### src/rtl/cmd_latch_pkg.sv
// Package: shared widths, field positions and event type for the
// two-word control port command latch.
// Assumes a 16-bit host word; field positions follow the command format.
package cmd_latch_pkg;

    localparam int WORD_W      = 16;
    localparam int ADDR_W      = 16;
    localparam int CODE_W      = 6;
    // Low address bits carried by the first word
    localparam int ADDR_LO_W   = 14;
    // Low code bits carried by the first word
    localparam int CODE_LO_W   = 2;
    // Bit position in the second word where upper code bits begin
    localparam int CODE_HI_LSB = 4;
    // Source-high encoding that marks a fill transfer
    localparam logic [1:0] SRC_FILL = 2'b10;
    // Status word positions of the FIFO indicators
    localparam int STAT_EMPTY_BIT = 9;
    localparam int STAT_FULL_BIT  = 8;

    // Decoded per-cycle host events
    typedef struct packed {
        logic first_word;   // control write taken as first word
        logic second_word;  // control write taken as second word
        logic data_abort;   // data access cancelling a pending command
        logic stat_abort;   // status read cancelling a pending command
        logic data_write;   // data write not masked by a control write
    } host_ev_t;

endpackage

### src/rtl/cmd_latch_evdec.sv
// Event decoder: turns the raw port strobes and the pending state into
// one-hot-ish command events. A control write masks every other strobe
// in the same cycle. Assumes strobes are single-cycle pulses.
module cmd_latch_evdec
    import cmd_latch_pkg::*;
(
    input  logic     ctrl_wr,
    input  logic     ctrl_rd,
    input  logic     data_wr,
    input  logic     data_rd,
    input  logic     pending,
    output host_ev_t ev
);

    // Purpose: classify this cycle's host access.
    always_comb begin
        ev             = '0;
        if (ctrl_wr) begin
            ev.first_word  = !pending;
            ev.second_word = pending;
        end else begin
            ev.data_abort  = pending && (data_wr || data_rd);
            ev.stat_abort  = pending && ctrl_rd && !(data_wr || data_rd);
            ev.data_write  = data_wr;
        end
    end

endmodule

### src/rtl/cmd_latch_words.sv
// Word assembler: holds the address, command code and pending flag and
// merges each control word into its fields. Also issues the one-cycle
// prefetch-clear strobe on command completion or abort by data access.
// Assumes events arrive from cmd_latch_evdec.
module cmd_latch_words
    import cmd_latch_pkg::*;
#(
    parameter int P_WORD_W = WORD_W,
    parameter int P_ADDR_W = ADDR_W,
    parameter int P_CODE_W = CODE_W
) (
    input  logic                clk,
    input  logic                rst_n,
    input  host_ev_t            ev,
    input  logic [P_WORD_W-1:0] wdata,
    output logic [P_ADDR_W-1:0] addr,
    output logic [P_CODE_W-1:0] code,
    output logic                pending,
    output logic                fetch_clr
);

    localparam int A_HI_W = P_ADDR_W - ADDR_LO_W;
    localparam int C_HI_W = P_CODE_W - CODE_LO_W;
    localparam int C_LO_LSB = P_WORD_W - CODE_LO_W;

    // Purpose: merge control words into address and code fields.
    always_ff @(posedge clk) begin
        if (!rst_n) begin
            addr <= '0;
            code <= '0;
        end else if (ev.first_word) begin
            addr[ADDR_LO_W-1:0] <= wdata[ADDR_LO_W-1:0];
            code[CODE_LO_W-1:0] <= wdata[C_LO_LSB +: CODE_LO_W];
        end else if (ev.second_word) begin
            addr[P_ADDR_W-1:ADDR_LO_W] <= wdata[A_HI_W-1:0];
            code[P_CODE_W-1:CODE_LO_W] <= wdata[CODE_HI_LSB +: C_HI_W];
        end
    end

    // Purpose: track whether the second word is still due.
    always_ff @(posedge clk) begin
        if (!rst_n) begin
            pending <= 1'b0;
        end else if (ev.first_word) begin
            pending <= 1'b1;
        end else if (ev.second_word || ev.data_abort || ev.stat_abort) begin
            pending <= 1'b0;
        end
    end

    // Purpose: one-cycle strobe to drop prefetched read data.
    always_ff @(posedge clk) begin
        if (!rst_n) begin
            fetch_clr <= 1'b0;
        end else begin
            fetch_clr <= ev.second_word || ev.data_abort;
        end
    end

endmodule

### src/rtl/cmd_latch_dma.sv
// DMA start decision: on a completed command with the DMA code bit set
// and DMA enabled, requests a start at once, or for fill transfers arms
// a wait that fires on the next data-port write. Assumes the command
// bit is the top bit of the upper code field in the second word.
module cmd_latch_dma
    import cmd_latch_pkg::*;
#(
    parameter int P_WORD_W = WORD_W,
    parameter int P_CODE_W = CODE_W
) (
    input  logic                clk,
    input  logic                rst_n,
    input  host_ev_t            ev,
    input  logic [P_WORD_W-1:0] wdata,
    input  logic                dma_en,
    input  logic [1:0]          src_hi,
    output logic                dma_go
);

    // Second-word bit that lands in the top code bit
    localparam int DMA_BIT = CODE_HI_LSB + (P_CODE_W - CODE_LO_W) - 1;

    logic want_dma;
    logic is_fill;
    logic fill_wait;

    // Purpose: decide whether the completing command asks for DMA.
    always_comb begin
        want_dma = ev.second_word && wdata[DMA_BIT] && dma_en;
        is_fill  = (src_hi == SRC_FILL);
    end

    // Purpose: hold a fill request until the data write that feeds it.
    always_ff @(posedge clk) begin
        if (!rst_n) begin
            fill_wait <= 1'b0;
        end else if (ev.second_word) begin
            fill_wait <= want_dma && is_fill;
        end else if (ev.data_write) begin
            fill_wait <= 1'b0;
        end
    end

    // Purpose: one-cycle start request, immediate or fill-triggered.
    always_ff @(posedge clk) begin
        if (!rst_n) begin
            dma_go <= 1'b0;
        end else begin
            dma_go <= (want_dma && !is_fill) || (fill_wait && ev.data_write);
        end
    end

endmodule

### src/rtl/cmd_latch_status.sv
// Status formatter: places the FIFO indicators in the status word and
// returns zero in every other bit. Purely combinational.
module cmd_latch_status
    import cmd_latch_pkg::*;
#(
    parameter int P_WORD_W = WORD_W
) (
    input  logic                fifo_empty,
    input  logic                fifo_full,
    output logic [P_WORD_W-1:0] status_word
);

    // Purpose: assemble the status word from the FIFO indicators.
    always_comb begin
        status_word                 = '0;
        status_word[STAT_EMPTY_BIT] = fifo_empty;
        status_word[STAT_FULL_BIT]  = fifo_full;
    end

endmodule

### src/rtl/cmd_latch.sv
// Top: two-word control port command latch. Wires the event decoder,
// the word assembler, the DMA start decision and the status formatter.
// Assumes single-cycle host strobes and a synchronous active-low reset.
module cmd_latch
    import cmd_latch_pkg::*;
(
    input  logic              clk,
    input  logic              rst_n,
    input  logic              ctrl_wr,
    input  logic [WORD_W-1:0] ctrl_wdata,
    input  logic              ctrl_rd,
    input  logic              data_wr,
    input  logic              data_rd,
    input  logic              dma_en,
    input  logic [1:0]        src_hi,
    input  logic              fifo_empty,
    input  logic              fifo_full,
    output logic [ADDR_W-1:0] addr,
    output logic [CODE_W-1:0] code,
    output logic              pending,
    output logic              fetch_clr,
    output logic              dma_go,
    output logic [WORD_W-1:0] status_word
);

    host_ev_t ev;

    cmd_latch_evdec u_evdec (
        .ctrl_wr (ctrl_wr),
        .ctrl_rd (ctrl_rd),
        .data_wr (data_wr),
        .data_rd (data_rd),
        .pending (pending),
        .ev      (ev)
    );

    cmd_latch_words #(
        .P_WORD_W (WORD_W),
        .P_ADDR_W (ADDR_W),
        .P_CODE_W (CODE_W)
    ) u_words (
        .clk       (clk),
        .rst_n     (rst_n),
        .ev        (ev),
        .wdata     (ctrl_wdata),
        .addr      (addr),
        .code      (code),
        .pending   (pending),
        .fetch_clr (fetch_clr)
    );

    cmd_latch_dma #(
        .P_WORD_W (WORD_W),
        .P_CODE_W (CODE_W)
    ) u_dma (
        .clk    (clk),
        .rst_n  (rst_n),
        .ev     (ev),
        .wdata  (ctrl_wdata),
        .dma_en (dma_en),
        .src_hi (src_hi),
        .dma_go (dma_go)
    );

    cmd_latch_status #(
        .P_WORD_W (WORD_W)
    ) u_status (
        .fifo_empty  (fifo_empty),
        .fifo_full   (fifo_full),
        .status_word (status_word)
    );

endmodule

### config.mk
export PLATFORM = sky130hd
export DESIGN_NAME = cmd_latch
export DESIGN_NICKNAME = d
export VERILOG_FILES = /design/src/rtl/cmd_latch_pkg.sv /design/src/rtl/cmd_latch_evdec.sv /design/src/rtl/cmd_latch_words.sv /design/src/rtl/cmd_latch_dma.sv /design/src/rtl/cmd_latch_status.sv /design/src/rtl/cmd_latch.sv
export SDC_FILE = /design/constraint.sdc
export NUM_CORES = 1
export LEC_CHECK = 0
export ABC_AREA = 1
export BUFFER_PORTS_ARGS = -buffer_cell sky130_fd_sc_hd__buf_2
export CORE_UTILIZATION = 44
export DETAILED_ROUTE_END_ITERATION = 8
export GPL_TIMING_DRIVEN = 1
export HOLD_SLACK_MARGIN = 0.02
export PLACE_DENSITY = 0.83
export SYNTH_ARGS = -nofsm -noshare
export SYNTH_HDL_FRONTEND = slang
export SYNTH_SLANG_ARGS = --single-unit
### constraint.sdc
create_clock -name clk -period 3 [get_ports clk]
set_input_delay 0.15 -clock clk [delete_from_list [all_inputs] [get_ports clk]]
set_output_delay 0.15 -clock clk [all_outputs]
set_load 0.03 [all_outputs]
* Yosys cells after proc, flatten, opt, wreduce, memory -nomap -nowiden
Cells that the tools add are included.
** Cells by class
- Reduce and logical (&&, ||, !) cells :: 18
- Bitwise logic cells :: 1
- Equality and inequality tests :: 1
- Mux-type cells :: 6
** Operators with widths (number)
- logical AND 1 bit :: 8
- logical OR 1 bit :: 4
- two-way mux 1 bit :: 4
- nonzero test 2 bit :: 2
- zero test 1 bit :: 3
- two-way mux 3 bit :: 1
- equality test 2 bit, second input constant :: 1
- two-way mux 2 bit :: 1
- AND reduction 2 bit :: 1
- NOT 1 bit :: 1
** Word-level totals
- Bits of input ports :: 27
- Register bits after elaboration :: 26
- Output and inout bits :: 41

* Longest topological paths before layout
- Word-level depth :: 8
- Gate-level depth with buffers :: 6
- Depth with buffers taken out :: 5

* Hierarchy
A second synthesis with hierarchy kept.
** Second synthesis, totals
- Cells, all modules :: 149
- Area total of the unflattened synthesis :: 1104.8 um^2
** Modules (own cells, without submodules)
- cmd_latch_words :: cells each 104, instances 1, area each 829.5 um^2
- cmd_latch_status :: cells each 17, instances 1, area each 123.9 um^2
- cmd_latch_dma :: cells each 17, instances 1, area each 102.6 um^2
- cmd_latch_evdec :: cells each 11, instances 1, area each 48.8 um^2

* Worst setup path before layout
OpenSTA, ideal clock, no wires.
- Kind :: flip-flop to flip-flop
- Start point :: register u_words.pending
- End point :: register u_dma.fill_wait
- Setup slack :: 1782 ps
- Stages on the path, launching flop included :: 5
- Buffers on the path :: 0
- Arrival time :: 1148 ps
- Setup time :: 70 ps
- Cell sequence :: dfxtp_1 nand2_1 nor2_1 nand3_1 a21oi_1
** On the way
- Longest elaborated chain between the ends :: 5
** Ends and longest elaborated chain
- start: declaration :: line cmd_latch_words.sv:18 : output logic pending,
- start signal: assignment :: line cmd_latch_words.sv:43 : pending <= 1'b0;
- start signal: assignment :: line cmd_latch_words.sv:45 : pending <= 1'b1;
- start signal: assignment :: line cmd_latch_words.sv:47 : pending <= 1'b0;
- two-way mux 2 bit * :: line cmd_latch_evdec.sv:18 : if (ctrl_wr) begin
- logical AND 1 bit (2 in series) :: line cmd_latch_dma.sv:29 : want_dma = ev.second_word && wdata[DMA_BIT] && dma_en;
- logical AND 1 bit :: line cmd_latch_dma.sv:38 : fill_wait <= want_dma && is_fill;
- two-way mux 1 bit :: line cmd_latch_dma.sv:37 : end else if (ev.second_word) begin
- end signal: assignment :: line cmd_latch_dma.sv:38
- end: declaration :: line cmd_latch_dma.sv:25 : logic fill_wait;
Every way passes the cells marked *; elsewhere a longest branch is shown, timed or not.
A chain may end at the register's enable or synchronous reset.

* Worst setup path in the final report
- Start point :: register u_words.pending
- End point :: register u_words.addr[1]
** On the way
- Longest elaborated chain between the ends :: 2
** Ends and longest elaborated chain
- zero test 1 bit :: line cmd_latch_evdec.sv:19 : ev.first_word = !pending;
- two-way mux 2 bit :: line cmd_latch_evdec.sv:18
- end signal: indexed assignment :: line cmd_latch_words.sv:32 : addr[ADDR_LO_W-1:0] <= wdata[ADDR_LO_W-1:0];
- end signal: indexed assignment :: line cmd_latch_words.sv:35 : addr[P_ADDR_W-1:ADDR_LO_W] <= wdata[A_HI_W-1:0];
- end: declaration :: line cmd_latch_words.sv:16 : output logic [P_ADDR_W-1:0] addr,
No other way between the ends.

==> results.ini <==
[timing]
setup_viol = 0
finalCritPeriodShare = 0.397
setup_tns_ns = 0
rsz0062_at_grt = no
final_max_slew_viol_count = 0
holdWs_ns = 0.0391
hold_viol = 0
layout_min_cycle_time_ns = 1.19
fmax_ghz = 0.839
skew_ns = 0.00268
setup_ws_ns = 1.81

[pwr]
powerDensity_mw_per_mm2 = 556
p_int_uw = 483
clkPwrFrac = 0.252
seqPwrFrac = 0.532
switching_share = 0.323
p_leak_nw = 0.681
switching_power_uw = 230
ir_drop_uv = 310
pwr-share-comb = 0.216

[detailed_routing]
drt_first_pass_iters = 4
drcViolationCount = 0
first_iter_violations = 15
viasPerCell = 4.75
wl_per_cell_um = 10.6
routed_wirelength_mm = 2.24
route.antenna.remaining_nets = 0
vias = 1006

[clocking]
cts_root_buf = clkbuf_4
cts_buffers = 3
max-clock-path-buffers = 2
post_cts_resized = 0
clk_pin_slew_ns = 0.14
cts_hold_buf = 0
cts-htree-levels = 1
cts_tree = yes
cts_sinks = 26
clk_latency_ns = 0.33
cts_setup_buffers = 0

[setup_path]
path_class = reg -> reg
reg2reg_from = u_words.pending
max_stage_delay_ns = 0.38
startpoint_type = register
critPathTopFamily = simple AND/OR/NAND/NOR gates
critical_path_buf_inv_count = 1
r2r_end = u_words.addr[1]
r2r_setup_slack_ns = 1.81
crit_chain = nor2_4 -> inv_2 -> nor2_1 -> nor2_1
ff2ff_path_depth = 4
arrival_ns = 1.42
critPathCaptureType = register
worstPathRequired_ns = 3.23
critPathSlowestCell = dfxtp_1
path_common_cell = nor2_1
critPathMaxFanout = 18

[synth]
synth_area_leader_cell = dfxtp_1
synth_top_cells_by_area = dfxtp_1 (49%), nor2_1 (16%), buf_4 (11%), o21ai_0 (9.9%), inv_1 (2.8%)
ys_ff_latch = 26
synth_area_sq_mm = 0.00106
ys_seq_area_frac = 0.491
synth_cells = 138
yosysUniqueCellTypes = 15
synth.avg_cell_area_sq_um = 7.68
yosys_warnings = 0
yosysTopAreaCellShare = 0.491

[grt]
grt_pass1_wl_mm = 3.54
grt_max_degree = 23
antenna_found_initial = 0
grt_usage = 0.183
first_global_vias = 846
grt_overflow_total = 0

[min_path]
hold_path_class = in -> reg
worstHoldStart = ctrl_wdata[3]
hold-path-cell-count = 3
worstHoldEndpoint = u_words.addr[3]

[placed_design]
place_ws_ns = 1.84
io_buffers = 49
placed_cell_area_sq_mm = 0.00124
dp.final_hpwl_mm = 1.73
gp_congestion = 0.701

[cells_and_area]
nNetsFinal = 212
final_util = 0.574
num_antenna_cells = 0
drive_above_1_share = 0.304
area_growth_pct = 20.9
design_area_sq_mm = 0.00128

[floorplan]
fp.dieW_um = 51.1
io_pins = 68
start_util = 0.475
rows = 17
die_area_sq_mm = 0.00261
core_sq_mm = 0.00223
die_h_um = 51.1

[run_status]
status = finished clean

[flow_run]
max_cap_viol_count = 0

==> layer usage <==
layer | track usage | part of all wire
met3 | 0.0476 | 0.064
met4 | 0.116 | 0.030
met2 | 0.303 | 0.47
met1 | 0.208 | 0.43
met5 | 0 | 0
==> logic make-up after synthesis <==
logic type / share of synthesized area
AO/OA/AOI/OAI: 0.130
AND/OR/NAND/NOR: 0.204
other: 0.00354
flip-flops: 0.491
buffers and inverters: 0.171
==> cell type report <==
class	instances	area [sq um]
Multi-Input combinational cell	95	407
Clock buffer	4	36.3
Fill cell	220	952
Timing Repair Buffer	49	245
Sequential cell	26	520
Inverter	10	37.5
Tap cell	28	35.0
==> worst max path at each step <==
stage	start	end	slack (ns)	cells after the start
2_1_floorplan	u_words.pending	u_dma.fill_wait	1.78	4
3_3_place_gp	u_words.pending	u_words.code[0]	1.90	4
3_5_place_dp	u_words.pending	u_words.addr[1]	1.84	4
4_1_cts	u_words.pending	u_words.addr[1]	1.82	4
5_1_grt	u_words.pending	u_words.code[0]	1.72	4
6_report	u_words.pending	u_words.addr[1]	1.81	4
==> worst register-to-register path, stage by stage, from the launching register on <==
cell and delay, ns:
dfxtp_1 0.38, nor2_4 0.31, inv_2 0.20, nor2_1 0.14, nor2_1 0.07
==> cells in the mapped netlist, drive strengths merged <==
cell type,number
conb,1
buf,17
a21oi,5
a211oi,1
inv,10
clkbuf,3
nor2,45
nand3,5
nand2,4
o21ai,21
dfxtp,26
==> metrics by stage <==
step,power [mW],std cells
floorplan,0.513,151
global placement,0.536,208
detailed placement,0.540,208
CTS,0.712,212
global route,0.746,212
finish,0.713,212
==> power by group through the flow <==
stage                     sequential (mW)  clock (mW)  combinational [mW]
final                               0.379       0.180               0.154
after floorplan                     0.430           0              0.0830
after CTS                           0.379       0.179               0.154
after global routing                0.382       0.197               0.167
after detailed placement            0.386           0               0.154
after global placement              0.386           0               0.151
==> cell usage in the layout, fill, tap and decap left out <==
master    netlist  layout
clkbuf_4        0       3
nand3_1         5       5
nor2_1         44      44
nand2_1         4       4
a211oi_1        1       1
inv_1           8       8
buf_2           0      49
nor2_4          1       1
dfxtp_1        26      26
o21ai_0        21      21
inv_2           2       2
a21oi_1         5       5
clkbuf_8        0       1
conb_1          1      14
==> registers in the layout (all words and copies together), names as in the netlist <==
register and cells:
u_dma.fill_wait 1, u_words.code 6, u_words.pending 1, u_dma.dma_go 1, u_words.fetch_clr 1, u_words.addr 16
Note: power is estimated with default switching activity, not from simulation.
